<file path="src/rtl/frm_mon_pkg.sv">
package frm_mon_pkg;

   localparam int DATA_W = 8;

   typedef enum logic [1:0] {
      RA_IDENT  = 2'd0,
      RA_STATUS = 2'd1,
      RA_CNT_LO = 2'd2,
      RA_CNT_HI = 2'd3
   } reg_addr_e;

   typedef struct packed {
      logic [3:0] spare;
      logic       all_good;
      logic       vol_busy;
      logic       clk_err;
      logic       frame_err;
   } status_t;

endpackage

</file>
<file path="src/rtl/frm_edge_sync.sv">
module frm_edge_sync #(
   parameter int STAGES = 2
) (
   input  logic clk,
   input  logic rst_n,
   input  logic async_in,
   output logic rise
);

   logic [STAGES-1:0] chain;
   logic              last_q;

   if (STAGES < 2) begin : g_bad_stages
      $error("frm_edge_sync: STAGES must be at least 2");
   end

   for (genvar s = 0; s < STAGES; s++) begin : g_stage
      always_ff @(posedge clk or negedge rst_n) begin
         if (!rst_n) chain[s] <= 1'b0;
         else if (s == 0) chain[s] <= async_in;
         else chain[s] <= chain[(s == 0) ? 0 : s-1];
      end
   end

   always_ff @(posedge clk or negedge rst_n) begin
      if (!rst_n) last_q <= 1'b0;
      else last_q <= chain[STAGES-1];
   end

   assign rise = chain[STAGES-1] & ~last_q;

   AST_EDGE_SINGLE: assert property (@(posedge clk) disable iff (!rst_n) rise |=> !rise);

endmodule

</file>
<file path="src/rtl/frm_period_counter.sv">
module frm_period_counter #(
   parameter int CNT_W  = 9,
   parameter int TOL    = 10,
   parameter int NOM_LO = 128,
   parameter int NOM_HI = 256
) (
   input  logic             clk,
   input  logic             rst_n,
   input  logic             rise,
   input  logic             ratio_sel,
   output logic [CNT_W-1:0] meas,
   output logic             err_pulse
);

   localparam logic [CNT_W-1:0] CNT_MAX = {CNT_W{1'b1}};
   localparam logic [CNT_W-1:0] NOM_A   = CNT_W'(NOM_LO);
   localparam logic [CNT_W-1:0] NOM_B   = CNT_W'(NOM_HI);
   localparam logic [CNT_W-1:0] TOL_V   = CNT_W'(TOL);

   if ((NOM_HI + TOL) >= (1 << CNT_W)) begin : g_bad_width
      $error("frm_period_counter: CNT_W too narrow for NOM_HI plus TOL");
   end
   if (NOM_LO <= TOL) begin : g_bad_nom
      $error("frm_period_counter: NOM_LO must exceed TOL");
   end

   logic [CNT_W-1:0] cnt;
   logic             armed;
   logic [CNT_W-1:0] nominal;
   logic [CNT_W-1:0] dev;
   logic             out_of_tol;

   assign nominal = ratio_sel ? NOM_B : NOM_A;
   assign dev     = (cnt > nominal) ? (cnt - nominal) : (nominal - cnt);

   if (TOL == 0) begin : g_exact
      assign out_of_tol = (cnt != nominal);
   end else begin : g_window
      assign out_of_tol = (dev > TOL_V);
   end

   always_ff @(posedge clk or negedge rst_n) begin
      if (!rst_n) begin
         cnt   <= '0;
         armed <= 1'b0;
         meas  <= '0;
      end else if (rise) begin
         if (armed) meas <= cnt;
         armed <= 1'b1;
         cnt   <= CNT_W'(1);
      end else if (cnt != CNT_MAX) begin
         cnt <= cnt + 1'b1;
      end
   end

   always_ff @(posedge clk or negedge rst_n) begin
      if (!rst_n) err_pulse <= 1'b0;
      else err_pulse <= armed & ((rise & out_of_tol) | (cnt == CNT_MAX));
   end

   AST_SAT_HOLD: assert property (@(posedge clk) disable iff (!rst_n)
      (cnt == CNT_MAX) && !rise |=> (cnt == CNT_MAX));
   AST_UNARMED_QUIET: assert property (@(posedge clk) disable iff (!rst_n)
      !armed |=> !err_pulse);

endmodule

</file>
<file path="src/rtl/frm_status_regs.sv">
module frm_status_regs
   import frm_mon_pkg::*;
#(
   parameter int          CNT_W  = 9,
   parameter int          N_CH   = 6,
   parameter logic [7:0]  DEV_ID = 8'hA5
) (
   input  logic              clk,
   input  logic              rst_n,
   input  logic              frame_err_set,
   input  logic              pll_locked,
   input  logic              vol_busy,
   input  logic [N_CH-1:0]   ch_valid,
   input  logic [CNT_W-1:0]  meas,
   input  logic              rd_en,
   input  logic [1:0]        rd_addr,
   output logic [DATA_W-1:0] rd_data
);

   localparam int HI_W = CNT_W - DATA_W;

   if (CNT_W <= DATA_W || CNT_W > 2*DATA_W) begin : g_bad_cnt
      $error("frm_status_regs: CNT_W must lie in 9..16");
   end

   logic        fe_q;
   logic        ce_q;
   logic        clr;
   logic        valid_all;
   status_t     stat;
   logic [DATA_W-1:0] rd_mux;

   assign clr = rd_en & (reg_addr_e'(rd_addr) == RA_STATUS);

   if (N_CH == 1) begin : g_one_ch
      assign valid_all = ch_valid[0];
   end else begin : g_many_ch
      assign valid_all = &ch_valid;
   end

   always_ff @(posedge clk or negedge rst_n) begin
      if (!rst_n) begin
         fe_q <= 1'b0;
         ce_q <= 1'b0;
      end else begin
         fe_q <= frame_err_set | (fe_q & ~clr);
         ce_q <= ~pll_locked   | (ce_q & ~clr);
      end
   end

   always_comb begin
      stat           = '0;
      stat.frame_err = fe_q;
      stat.clk_err   = ce_q;
      stat.vol_busy  = vol_busy;
      stat.all_good  = valid_all & ~fe_q & ~ce_q;
   end

   always_comb begin
      unique case (reg_addr_e'(rd_addr))
         RA_IDENT:  rd_mux = DEV_ID;
         RA_STATUS: rd_mux = stat;
         RA_CNT_LO: rd_mux = meas[DATA_W-1:0];
         default:   rd_mux = DATA_W'(meas[CNT_W-1:DATA_W]);
      endcase
   end

   always_ff @(posedge clk or negedge rst_n) begin
      if (!rst_n) rd_data <= '0;
      else if (rd_en) rd_data <= rd_mux;
   end

   AST_SET_WINS: assert property (@(posedge clk) disable iff (!rst_n)
      frame_err_set |=> fe_q);
   AST_CLEAR_ON_READ: assert property (@(posedge clk) disable iff (!rst_n)
      clr && pll_locked |=> !ce_q);
   AST_STICKY_HOLD: assert property (@(posedge clk) disable iff (!rst_n)
      ce_q && !clr |=> ce_q);
   AST_LOCK_LOSS: assert property (@(posedge clk) disable iff (!rst_n)
      !pll_locked |=> ce_q);

   if (HI_W < 1) begin : g_never
      $error("frm_status_regs: no upper count bits");
   end

endmodule

</file>
<file path="src/rtl/frame_ratio_monitor.sv">
module frame_ratio_monitor
   import frm_mon_pkg::*;
#(
   parameter int         CNT_W       = 9,
   parameter int         TOL         = 10,
   parameter int         NOM_LO      = 128,
   parameter int         NOM_HI      = 256,
   parameter int         N_CH        = 6,
   parameter int         SYNC_STAGES = 2,
   parameter logic [7:0] DEV_ID      = 8'hA5
) (
   input  logic            clk,
   input  logic            rst_n,
   input  logic            frame_clk,
   input  logic            ratio_sel,
   input  logic [N_CH-1:0] ch_valid,
   input  logic            vol_busy,
   input  logic            pll_locked,
   input  logic            rd_en,
   input  logic [1:0]      rd_addr,
   output logic [7:0]      rd_data
);

   if (N_CH < 1) begin : g_bad_ch
      $error("frame_ratio_monitor: N_CH must be at least 1");
   end

   logic             frame_rise;
   logic [CNT_W-1:0] meas;
   logic             err_pulse;

   frm_edge_sync #(.STAGES(SYNC_STAGES)) u_sync (
      .clk      (clk),
      .rst_n    (rst_n),
      .async_in (frame_clk),
      .rise     (frame_rise)
   );

   frm_period_counter #(
      .CNT_W  (CNT_W),
      .TOL    (TOL),
      .NOM_LO (NOM_LO),
      .NOM_HI (NOM_HI)
   ) u_cnt (
      .clk       (clk),
      .rst_n     (rst_n),
      .rise      (frame_rise),
      .ratio_sel (ratio_sel),
      .meas      (meas),
      .err_pulse (err_pulse)
   );

   frm_status_regs #(
      .CNT_W  (CNT_W),
      .N_CH   (N_CH),
      .DEV_ID (DEV_ID)
   ) u_regs (
      .clk           (clk),
      .rst_n         (rst_n),
      .frame_err_set (err_pulse),
      .pll_locked    (pll_locked),
      .vol_busy      (vol_busy),
      .ch_valid      (ch_valid),
      .meas          (meas),
      .rd_en         (rd_en),
      .rd_addr       (rd_addr),
      .rd_data       (rd_data)
   );

   AST_ID_READ: assert property (@(posedge clk) disable iff (!rst_n)
      rd_en && rd_addr == 2'd0 |=> rd_data == DEV_ID);
   AST_NOERR_VALID: assert property (@(posedge clk) disable iff (!rst_n)
      rd_en && rd_addr == 2'd1 && !(&ch_valid) |=> !rd_data[3]);
   AST_RD_HOLD: assert property (@(posedge clk) disable iff (!rst_n)
      !rd_en |=> $stable(rd_data));
   AST_BUSY_LIVE: assert property (@(posedge clk) disable iff (!rst_n)
      rd_en && rd_addr == 2'd1 |=> rd_data[2] == $past(vol_busy));

endmodule

</file>
<file path="config.mk">
export PLATFORM = sky130hd
export DESIGN_NAME = frame_ratio_monitor
export DESIGN_NICKNAME = d
export VERILOG_FILES = /design/src/rtl/frm_mon_pkg.sv /design/src/rtl/frm_edge_sync.sv /design/src/rtl/frm_period_counter.sv /design/src/rtl/frm_status_regs.sv /design/src/rtl/frame_ratio_monitor.sv
export SDC_FILE = /design/constraint.sdc
export NUM_CORES = 1
export LEC_CHECK = 0
export BUFFER_PORTS_ARGS = -buffer_cell sky130_fd_sc_hd__buf_2
export CAP_MARGIN = 5
export CORE_AREA = 2 2 57 59
export CTS_CLUSTER_SIZE = 30
export DETAILED_ROUTE_END_ITERATION = 12
export DIE_AREA = 0 0 59 61
export PLACE_DENSITY_LB_ADDON = 0.1
export SLEW_MARGIN = 20
export SYNTH_ARGS = -nofsm -noshare
export SYNTH_HDL_FRONTEND = slang
export SYNTH_SLANG_ARGS = --single-unit
</file>
<file path="constraint.sdc">
create_clock -name clk -period 6.27 [get_ports clk]
set_input_delay 0.3135 -clock clk [delete_from_list [all_inputs] [get_ports clk]]
set_output_delay 0.3135 -clock clk [all_outputs]
set_load 0.005 [all_outputs]
</file>
## Word-level counts from Yosys, hierarchy flattened

Cells that the tools add are included.

| operators by class | value |
|---|---|
| order comparisons | 2 |
| add/subtract/negate cells | 3 |
| equality and inequality tests | 4 |
| reductions and logical operators | 4 |
| bitwise logic cells | 16 |
| mux-type cells | 5 |

Operator list:

| cell | number |
|---|---|
| $mux 9 | 4 |
| $pmux 8 s3 | 1 |
| $sub 9x9->9 | 2 |
| $add 9x1->9 const B | 1 |
| $eq 9x9->1 const B | 1 |
| $gt 9x4->1 const B | 1 |
| $gt 9x9->1 | 1 |
| $ne 9x9->1 const B | 1 |
| $and 1x1->1 | 8 |
| $reduce_and 6->1 | 1 |
| $not 1->1 | 5 |
| $or 1x1->1 | 3 |
| $eq 2x1->1 const B | 1 |
| $eq 2x2->1 const B | 1 |
| $logic_not 2->1 | 1 |
| $reduce_and 2->1 | 1 |
| $reduce_bool 2->1 | 1 |

| storage, ports and cells | value |
|---|---|
| output and inout bits | 8 |
| logic and storage cells | 44 |
| register bits | 33 |

## Depth between registers and ports, before layout

Gate-level depths: netlist of run 1.

| logic depth | value |
|---|---|
| depth in word-level cells | 7 |
| depth in mapped cells | 10 |
| depth with buffers taken out | 8 |

## Modules after synthesis

Synthesis of run 1 repeated with hierarchy kept, for this count alone.

| unflattened totals | value |
|---|---|
| cells, all modules | 177 |
| area, all modules | 1778.0 µm² |

Modules (own cells, without submodules):

| module | area an instance (µm²) | instances | cells an instance | sequential area each (µm²) |
|---|---|---|---|---|
| frm_period_counter | 1208.7 | 1 | 127 | 500.5 |
| frm_status_regs | 480.5 | 1 | 46 | 250.2 |
| frm_edge_sync | 88.8 | 1 | 4 | 75.1 |

## Least setup slack after synthesis of run 1

No wires, ideal clock.

| timing | value |
|---|---|
| path kind | register to register |
| from | register u_cnt.cnt[7] |
| to | register u_cnt.err_pulse |
| cell stages (with the launch flop) | 9 |
| period minus slack after synthesis | 1.984 ns |
| library setup time | 0.126 ns |
| arrival time | 1.858 ns |
| path slack | 4.286 ns |
| path through | dfrtp_1 > inv_1 > ha_1 > fa_1 > nor2b_1 > xnor2_1 > a21oi_1 > a211o_1 > a221o_1 |

| between the ends | value |
|---|---|
| longest elaborated chain between the ends | 6 |
| elaborated cells on any way between the ends | 9 |

RTL lines:

| element | RTL line | source |
|---|---|---|
| start: declaration | frm_period_counter.sv:27 | `logic [CNT_W-1:0] cnt;` |
| start signal: assignment | frm_period_counter.sv:52 | `cnt <= cnt + 1'b1;` |
| $sub 9x9->9 or $gt 9x9->1 (tied branches) | frm_period_counter.sv:34 | `assign dev = (cnt > nominal) ? (cnt - nominal) : (nominal - cnt);` |
| $mux 9 | frm_period_counter.sv:34 |  |
| $gt 9x4->1 | frm_period_counter.sv:39 | `assign out_of_tol = (dev > TOL_V);` |
| $and 1x1->1 | frm_period_counter.sv:58 | `else err_pulse <= armed & ((rise & out_of_tol) \| (cnt == CNT_MAX));` |
| $or 1x1->1 (*) | frm_period_counter.sv:58 |  |
| $and 1x1->1 (*) | frm_period_counter.sv:58 |  |
| end signal: assignment | frm_period_counter.sv:58 |  |
| end: declaration | frm_period_counter.sv:12 | `output logic err_pulse` |

Every way passes the cells marked *; elsewhere a longest branch is shown, timed or not.
A chain may end at the register's enable or synchronous reset.

## Final worst setup path of run 1

| timing | value |
|---|---|
| from | register u_cnt.cnt[2] |
| to | register u_cnt.cnt[7] |

| between the ends | value |
|---|---|
| longest elaborated chain between the ends | 3 |
| elaborated cells on any way between the ends | 5 |

RTL lines:

| element | RTL line | source |
|---|---|---|
| $add 9x1->9 | frm_period_counter.sv:52 |  |
| $mux 9 | frm_period_counter.sv:51 | `end else if (cnt != CNT_MAX) begin` |
| $mux 9 | frm_period_counter.sv:47 | `end else if (rise) begin` |

Parallel ways exist; a longest one is shown, timed or not. The select of a mux whose other input is x is not followed.

==> results of run 1 <==
[critical path: stages, from the launching register on]
cell and delay [ns]:
dfrtp_1 0.55, and3_2 0.32, nand3_1 0.10, nor2_1 0.06, ha_1 0.28, nor3_1 0.26
nand2_1 0.14, or3_1 0.32, a21oi_1 0.15
[sequential cells by signal, summed over array words and instances, names as in the netlist]
name             flops
u_cnt.err_pulse      1
u_cnt.armed          1
u_sync.last_q        1
u_cnt.meas           9
u_regs.fe_q          1
u_regs.ce_q          1
u_sync.chain         2
u_cnt.cnt            9
u_regs.rd_data       8
[Yosys cell counts, types with 2 or more instances]
library cell / instances
a21oi_1: 9
a22oi_1: 2
a31oi_1: 2
clkbuf_1: 4
dfrtp_1: 33
ha_1: 6
inv_1: 14
mux2_2: 8
mux2i_1: 5
nand2_1: 12
nand2b_1: 3
nand3_1: 8
nand4_1: 3
nor2_1: 17
nor2b_1: 6
nor3_1: 2
o21ai_0: 10
xnor2_1: 3
xor2_1: 6
[kinds of logic (layout without fill, tap and decap cells)]
| kind of cell | after synthesis | count (layout) | share of synthesized area (%) |
|---|---|---|---|
| DFF | 33 | 33 | 48.85 |
| buffers and inverters | 21 | 42 | 5.773 |
| and+or+nand+nor | 56 | 56 | 16.58 |
| xor gates and xnor gates | 9 | 9 | 4.663 |
| adders and majority gates | 7 | 7 | 5.625 |
| muxes | 13 | 13 | 8.290 |
| AOI/OAI and AO/OA | 29 | 29 | 10.21 |
[metal layers]
layer	routed length [um]	up-vias	track usage, %	share of wire [%]
met2	1524	44	34.13	49
met5	0	-	0	0
met1	1315	602	24.28	43
met4	61	0	8.766	2.0
met3	179	7	5.757	5.8
li1	-	609	-	-
[how the worst min path moves through the flow]
stage / cells past startpoint / slack [ns] / to
2_1_floorplan: 0 / 0.02 / u_cnt.armed
5_1_grt: 1 / 0.06 / u_sync.chain[0]
3_5_place_dp: 0 / 0.34 / u_sync.chain[1]
4_1_cts: 1 / 0.04 / u_regs.fe_q
3_3_place_gp: 0 / 0.33 / u_sync.chain[1]
6_report: 1 / 0.02 / u_regs.rd_data[2]
[through the flow]
stage          power, mW  instances  instance area, um^2  hold slack [ns]
2_1_floorplan     0.3797        168                 1690          0.01791
3_3_place_gp      0.4020        216                 1797           0.3342
3_5_place_dp      0.4072        216                 1797           0.3428
4_1_cts           0.5134        222                 1839          0.03777
5_1_grt           0.5448        222                 1839          0.06315
6_report          0.5072        222                 1839          0.02351
[cell type report]
cell class | instances | share of cell area, %
clock buffers | 5 | 2.041
clock inverters | 1 | 0.2721
inverters | 14 | 2.857
multi-input cells | 114 | 41.70
flip-flops and latches | 33 | 44.90
well taps | 33 | 2.245
repair buffers | 22 | 5.986
[report_power, final]
group	internal [mW]	leakage, nW	switching (mW)	total [mW]
registers	0.242	0.418	0.0383	0.280
clock network	0.0388	0.0269	0.0653	0.104
logic	0.0589	0.432	0.0641	0.123
==> run_results.csv, run 1 <==
group,metric,value,unit
clock_tree,cts_root_buf,"clkbuf_4",
final_layout,utilization,62.29,%
sta,post-route-min-period,2.223,ns
synthesis,synth_fp_nets,190,
global_route,track_usage,20.21,%
power_and_ir_drop,vdd_drop_max,0.1989,mV
placed_design,io_buffers,22,
floorplan,die_x,59,um
critical_path,r2r_slack,4.05,ns
clock_tree,cts_htree_levels,2,
final_layout,area_growth,8.808,%
final_layout,diodes,0,
floorplan,die_h,61,um
power_and_ir_drop,power_density,275.8,mW/mm^2
synthesis,yosysUniqueCellTypes,34,
synthesis,synth_edf_count,0,
clock_tree,clockBufferDepth,2,
clock_tree,cts_hold_buf,0,
sta,finalHoldViolCount,0,
synthesis,ys_async_sr_fraction,100.0,%
sta,fin_crit_sh,35.45,%
final_layout,multi_input_area,767.0,um^2
sta,fmax,0.4499,GHz
critical_path,worstSetupPathType,"flip-flop to flip-flop",
critical_path,reg2reg_from,"u_cnt.cnt[2]",
synthesis,ys.flop_type,"dfrtp_1",
sta,setup-tns-final,0,ns
final_layout,seq_area,825.8,um^2
sta,final_max_slew_viol_count,0,
clock_tree,cts_made_buffers,5,
synthesis,syn_avg_cell_area,10.06,um^2
critical_path,cp-startpoint,"u_cnt.cnt[2]",
routing,dr.pass1.iters,4,
critical_path,cp-endpoint,"u_cnt.cnt[7]",
placed_design,dp_hpwl,2259,um
sta,setup_viol_count_final,0,
clock_tree,cts_tree,"done",
synthesis,synth_area_leader_cell,"dfrtp_1",
final_layout,final_common_cell,"dfrtp_1",
global_route,grt_max_degree,34,
final_layout,final_cell_mix,"33 x dfrtp_1, 22 x buf_2, 17 x nor2_1",
sta,max_slew.worst_pin.slew,0.7082,ns
routing,postRouteAntennaNets,0,
clock_tree,clk_pin_slew,0.09,ns
final_layout,drive_gt1_share,21.16,%
synthesis,ys_top_cells_by_area,"dfrtp_1 49%, mux2_2 5.3%, ha_1 4.4%",
routing,first_iter_violations,85,
routing,vias,1262,
sta,fin_ws,4.047,ns
sta,rsz0062_at_grt,"no",
synthesis,ys_seq_area_share,48.85,%
floorplan,ios,23,
placed_design,dp_slack,4.072,ns
routing,via_per_inst,5.685,
floorplan,fp.dieArea,0.003599,mm^2
synthesis,syn_area,0.001690,mm^2
critical_path,crit_fanout,11,
critical_path,r2r_cells,8,
min_path,hold_path_class,"input port to async pin",
sta,slew_headroom,52.79,%
synthesis,synth_cells,168,
global_route,grt_pass1_vias,1189,
global_route,antenna_found_initial,0,
global_route,grt_overflow,0,
clock_tree,clock_latency,0.33,ns
flow_run,maxCapViolCount,0,
critical_path,cp-start-kind,"flip-flop",
floorplan,coreArea,0.002953,mm^2
run_status,status,"finished, final reports clean",
critical_path,required,6.54,ns
global_route,grt_pass1_wl,5292,um
clock_tree,cts_resized,0,
final_layout,layout.nets,212,
synthesis,netlist.area_leader.share,48.85,%
placed_design,gp_congestion,0.8754,
final_layout,n_fill_cell,256,
floorplan,row_count,20,
critical_path,crit_arrival,2.49,ns
routing,avgRoutedWirePerCell,13.87,um
clock_tree,cts_setup_buffers,0,
routing,drc,0,
synthesis,ys_warn_count,0,
sta,finClkSkew,0.005850,ns
clock_tree,cts_sinks,33,
routing,wirelength,3079,um
floorplan,initial_utilization,57.25,%
critical_path,end_kind,"flip-flop",
critical_path,r2r-end,"u_cnt.cnt[7]",
synthesis,ys_ff_latch,33,
power_and_ir_drop,power.leakage,0.8763,nW
(Power assumes the default switching activity.)
==> inputs of run 2 (changes only) <==
- CORE_AREA: 2 2 57 59 -> 2 2 61 63
- DIE_AREA: 0 0 59 61 -> 0 0 63 65
- clock period: 6.27 -> 1.9 ns (I/O delays scaled with it)
==> run 2 against run 1 <==
  * The flow now finishes with violations (negative setup slack)
  * Clock power rose to 3.8 times the previous value
  * Global-route usage fell by 2.3 points
  * Total power rose to 3.7 times the previous value
  * Via count rose by 6.8%
  * Flip-flop and latch count did not move
  * Sequential power rose to 3.1 times the previous value
  * Worst hold slack improved by 0.079 ns
  * Critical path depth did not move
  * Wire length rose by 14%
  * Register-to-register slack got worse by 4.1 ns
  * Sequential share of layout area fell by 5.8 points
  * Critical path type unchanged
==> run_results.csv, run 2 (synthesis results as in run 1) <==
group,metric,value,unit
run_status,status,"finished, violations left",
run_status,violations,"negative setup slack",
routing,dr.max_layer_used,"met4",
placed_design,dp.cells,245,
global_route,track_usage,17.90,%
global_route,antenna_found_initial,0,
placed_design,dp_slack,-0.08224,ns
routing,wl_met3,149,um
routing,avgRoutedWirePerCell,13.56,um
sta,fin_ws,-0.02268,ns
power_and_ir_drop,vdd_drop_max,0.5613,mV
critical_path,crit_arrival,2.15,ns
flow_run,maxCapViolCount,0,
clock_tree,clk_pin_slew,0.10,ns
critical_path,required,2.12,ns
sta,slew_headroom,51.64,%
routing,drc,0,
clock_tree,cts_tree,"done",
power_and_ir_drop,power.leakage,1.002,nW
sta,max_slew.worst_pin.slew,0.7255,ns
global_route,grt_pass1_vias,1309,
clock_tree,cts_made_buffers,5,
critical_path,worstSetupPathType,"flip-flop to flip-flop",
final_layout,seq_area,825.8,um^2
clock_tree,cts_htree_levels,2,
sta,whs,0.1025,ns
floorplan,die_h,65,um
placed_design,io_buffers,22,
routing,first_iter_violations,33,
routing,wl_met2,1774,um
routing,via_per_inst,5.185,
final_layout,diodes,0,
sta,finClkSkew,0.008428,ns
floorplan,initial_utilization,48.35,%
final_layout,final_common_cell,"dfrtp_1",
clock_tree,clock_latency,0.33,ns
final_layout,multi_input_area,834.6,um^2
critical_path,crit_fanout,3,
critical_path,end_kind,"flip-flop",
final_layout,area_growth,24.87,%
sta,rsz0062_at_grt,"yes",
sta,post-route-min-period,1.923,ns
routing,vias,1348,
min_path,hold_path_class,"input port to flip-flop",
clock_tree,cts_sinks,33,
final_layout,utilization,60.38,%
final_layout,instances_no_fill,260,
global_route,grt_overflow,0,
global_route,grt_pass1_wl,5658,um
floorplan,row_count,22,
routing,wirelength,3525,um
routing,met1Wirelength,1522,um
floorplan,fp.dieArea,0.004095,mm^2
floorplan,die_x,63,um
clock_tree,clockBufferDepth,2,
placed_design,placed_area,0.001931,mm^2
final_layout,layout.nets,234,
power_and_ir_drop,report.power.total,1.884,mW
final_layout,final_cell_mix,"33 x dfrtp_1, 22 x buf_2, 19 x buf_4",
power_and_ir_drop,power_density,892.5,mW/mm^2
final_layout,fin_area,0.002111,mm^2
floorplan,coreArea,0.003496,mm^2
clock_tree,cts_root_buf,"clkbuf_4",
final_layout,drive_gt1_share,33.49,%
final_layout,reg.largest.list,"u_cnt.cnt x9, u_cnt.meas x9, u_regs.rd_data x8",
sta,fmax,0.5201,GHz
floorplan,ios,23,
routing,dr.pass1.iters,4,
placed_design,gp_congestion,0.8988,
sta,setup_viol_count_final,1,
routing,postRouteAntennaNets,0,
sta,finalHoldViolCount,0,
critical_path,cp-start-kind,"flip-flop",
global_route,grt_max_degree,34,
placed_design,dp_hpwl,2487,um
sta,fin_crit_sh,101.2,%
sta,final_max_slew_viol_count,0,
sta,setup-tns-final,-0.02268,ns
final_layout,n_fill_cell,319,
[run 2: changes by cell type in the layout (fill, tap and decap cells not counted), sizes merged]
cell and delta:
buf +19, dlygate4sd3 +3, clkbuf +2, clkinv -1
[run 2: worst paths after layout]
kind                                 start           endpoint  slack [ns]  cells past startpoint
min                               vol_busy  u_regs.rd_data[2]        0.10                      4
max in group asynchronous            rst_n  u_regs.rd_data[7]        1.08                      2
min reg2reg                u_sync.chain[0]    u_sync.chain[1]        0.36                      0
max reg2reg                   u_cnt.cnt[7]    u_cnt.err_pulse       -0.02                      8
min in group asynchronous            rst_n       u_cnt.cnt[1]        0.35                      2
max                           u_cnt.cnt[7]    u_cnt.err_pulse       -0.02                      8
[run 2: cell type report]
type	instances	share of cell area (%)
Multi-Input combinational cell	114	39.54
Sequential cell	33	39.12
Clock buffer	7	2.608
Timing Repair Buffer	44	13.40
Inverter	14	2.490
Tap cell	48	2.845
[run 2: worst max-delay path, stage by stage (launching register included)]
cell and delay, ns:
dfrtp_1 0.38, inv_2 0.05, ha_4 0.16, fa_2 0.34, nor2b_4 0.15, xnor2_2 0.14
a21oi_1 0.09, a211o_1 0.23, a221o_1 0.29
[run 2: what timing repair did]
action                                  CTS  global route
setup buffers                             1             5
hold buffers                              3             0
resized for setup                         4            10
endpoints found under the setup margin    1             2
endpoints found under the hold margin    35             0
pin swaps                                 4             7
[run 2: report_power, final]
part           total [mW]  internal (mW)  switching [mW]  leakage, nW
clock               0.394          0.175           0.219       0.0314
sequential          0.862          0.799          0.0633        0.418
combinational       0.628          0.312           0.316        0.553
total                1.88           1.29           0.599         1.00
[run 2: metal layers]
metal / GRT usage, % / vias up
li1: - / 656
met1: 20.60 / 651
met2: 30.98 / 32
met3: 5.382 / 9
met4: 7.500 / 0
met5: 0 / -
==> inputs of run 3 (changes only) <==
- clock period: 1.9 -> 1.73 ns (I/O delays scaled with it)
==> run 3 against run 2 <==
  * The flow still finishes with violations (negative setup slack)
  * Critical path depth unchanged
  * Register-to-register slack worse by 0.19 ns
  * Sequential power grew 10%
==> run_results.csv, run 3 (synthesis results as in run 1) <==
group,metric,value,unit
run_status,status,"finished, violations left",
run_status,violations,"negative setup slack",
floorplan,coreArea,0.003496,mm^2
global_route,grt_util_met2,34.71,%
global_route,grt-busiest-layer,"met2",
final_layout,drive_gt1_share,40.27,%
floorplan,ios,23,
clock_tree,clk_pin_slew,0.11,ns
routing,wirelength,3668,um
critical_path,crit_fanout,2,
sta,final_max_slew_viol_count,0,
critical_path,required,1.96,ns
global_route,use_met3,5.556,%
clock_tree,clockBufferDepth,2,
sta,max_slew.worst_pin.slew,0.7309,ns
routing,drc,0,
floorplan,row_count,22,
placed_design,dp.cells,258,
final_layout,final_common_cell,"dfrtp_1",
clock_tree,cts_made_buffers,5,
critical_path,cp-startpoint,"u_cnt.cnt[7]",
routing,vias,1387,
floorplan,initial_utilization,48.35,%
global_route,grt_pass1_wl,6299,um
routing,avgRoutedWirePerCell,13.39,um
critical_path,cp-start-kind,"flip-flop",
clock_tree,clock_latency,0.33,ns
clock_tree,cts_root_buf,"clkbuf_4",
global_route,grt_pass1_vias,1389,
sta,rsz0062_at_grt,"yes",
final_layout,reg.largest.list,"u_cnt.cnt x9, u_cnt.meas x9, u_regs.rd_data x8",
sta,finalHoldViolCount,0,
placed_design,gp_congestion,0.8859,
sta,post-route-min-period,1.938,ns
floorplan,fp.dieArea,0.004095,mm^2
routing,first_iter_violations,52,
sta,slew_headroom,51.27,%
global_route,grt_max_degree,34,
routing,dr.pass1.iters,4,
min_path,hold_path_startpoint,"vol_busy",
global_route,grt_overflow,0,
critical_path,reg2reg_from,"u_cnt.cnt[7]",
clock_tree,cts_sinks,33,
routing,via_per_inst,5.062,
sta,setup_viol_count_final,1,
clock_tree,cts_tree,"done",
critical_path,end_kind,"flip-flop",
global_route,met1_usage,23.32,%
power_and_ir_drop,power.leakage,1.077,nW
final_layout,instances_no_fill,274,
floorplan,die_h,65,um
final_layout,layout.nets,247,
flow_run,maxCapViolCount,0,
sta,finClkSkew,0.006184,ns
placed_design,io_buffers,22,
critical_path,worstSetupPathType,"flip-flop to flip-flop",
clock_tree,cts_htree_levels,2,
final_layout,area_growth,34.20,%
global_route,antenna_found_initial,0,
sta,fin_crit_sh,112.0,%
final_layout,final_cell_mix,"32 x dfrtp_1, 29 x buf_4, 22 x buf_2",
sta,fin_ws,-0.2078,ns
routing,postRouteAntennaNets,0,
power_and_ir_drop,power_density,1029,mW/mm^2
power_and_ir_drop,report.power.total,2.334,mW
placed_design,dp_hpwl,2672,um
min_path,hold_path_class,"input port to flip-flop",
critical_path,crit_arrival,2.16,ns
power_and_ir_drop,vdd_drop_max,0.5946,mV
global_route,track_usage,19.98,%
final_layout,diodes,0,
floorplan,die_x,63,um
sta,fmax,0.5160,GHz
==> run 3: cell count changes in the layout (fill, tap and decap cells not counted), sizes merged <==
cell,delta
bufinv,+1
clkinvlp,+1
clkbuf,-1
buf,+13
==> run 3: worst max-delay path, cell delays in order (launching register included) <==
cell and delay, ns:
dfrtp_1 0.37, inv_2 0.06, ha_4 0.16, fa_2 0.35, nor2b_4 0.14, xnor2_1 0.13, a21oi_1 0.09, a211o_1 0.23
a221o_1 0.30
==> run 3: path summary, 6_finish.rpt <==
kind	end	slack, ns	depth (start not counted)
setup / recovery	u_cnt.err_pulse	-0.21	8
hold / removal	u_regs.rd_data[2]	0.1	4
setup reg to reg	u_cnt.err_pulse	-0.21	8
hold reg to reg	u_sync.chain[1]	0.36	0
max in group asynchronous	u_cnt.cnt[4]	0.89	2
min in group asynchronous	u_regs.rd_data[2]	0.33	2
==> run 3: per-stage QoR <==
stage	util [%]	hold WS [ns]	setup slack, ns	TNS (ns)	instance area [um^2]
after floorplan	-	-0.2091	-0.1740	-0.3382	1707
after global placement	58.09	0.1760	-0.1770	-0.2511	2031
after detailed placement	58.09	0.1853	-0.2664	-0.3733	2031
after CTS	63.21	0.09553	-0.2832	-0.2832	2210
after global routing	64.89	0.1054	-0.2553	-0.3156	2268
final	64.89	0.09556	-0.2078	-0.2078	2268
==> run 3: power breakdown <==
group | internal [mW] | leakage, nW | switching, mW
clock | 0.343 | 0.0445 | 0.268
combinational | 0.408 | 0.616 | 0.367
sequential | 0.878 | 0.416 | 0.0699
==> run 3: cell type report <==
class                      count  area, um^2
tap                           48       60.06
fill                         293        1227
inverter                      14       55.05
multi-input combinational    114       845.8
timing repair buffer          57       391.6
clock buffer                   6       51.30
sequential                    33       827.0
clock inverter                 2       37.54
==> run 3: layer usage <==
metal | part of all wire (%) | routed length [um]
met4 | 1.3 | 49
met1 | 43 | 1587
met5 | 0 | 0
met2 | 51 | 1874
met3 | 4.3 | 157
==> run 3: what timing repair did <==
action                                 CTS  global route
endpoints found under the hold margin   35             0
cloned                                   0             0
pin swaps                                5             7
buffers inserted                         3             2
hold buffers                             3             0
resized for setup                       10            13
setup endpoints to repair                4             5
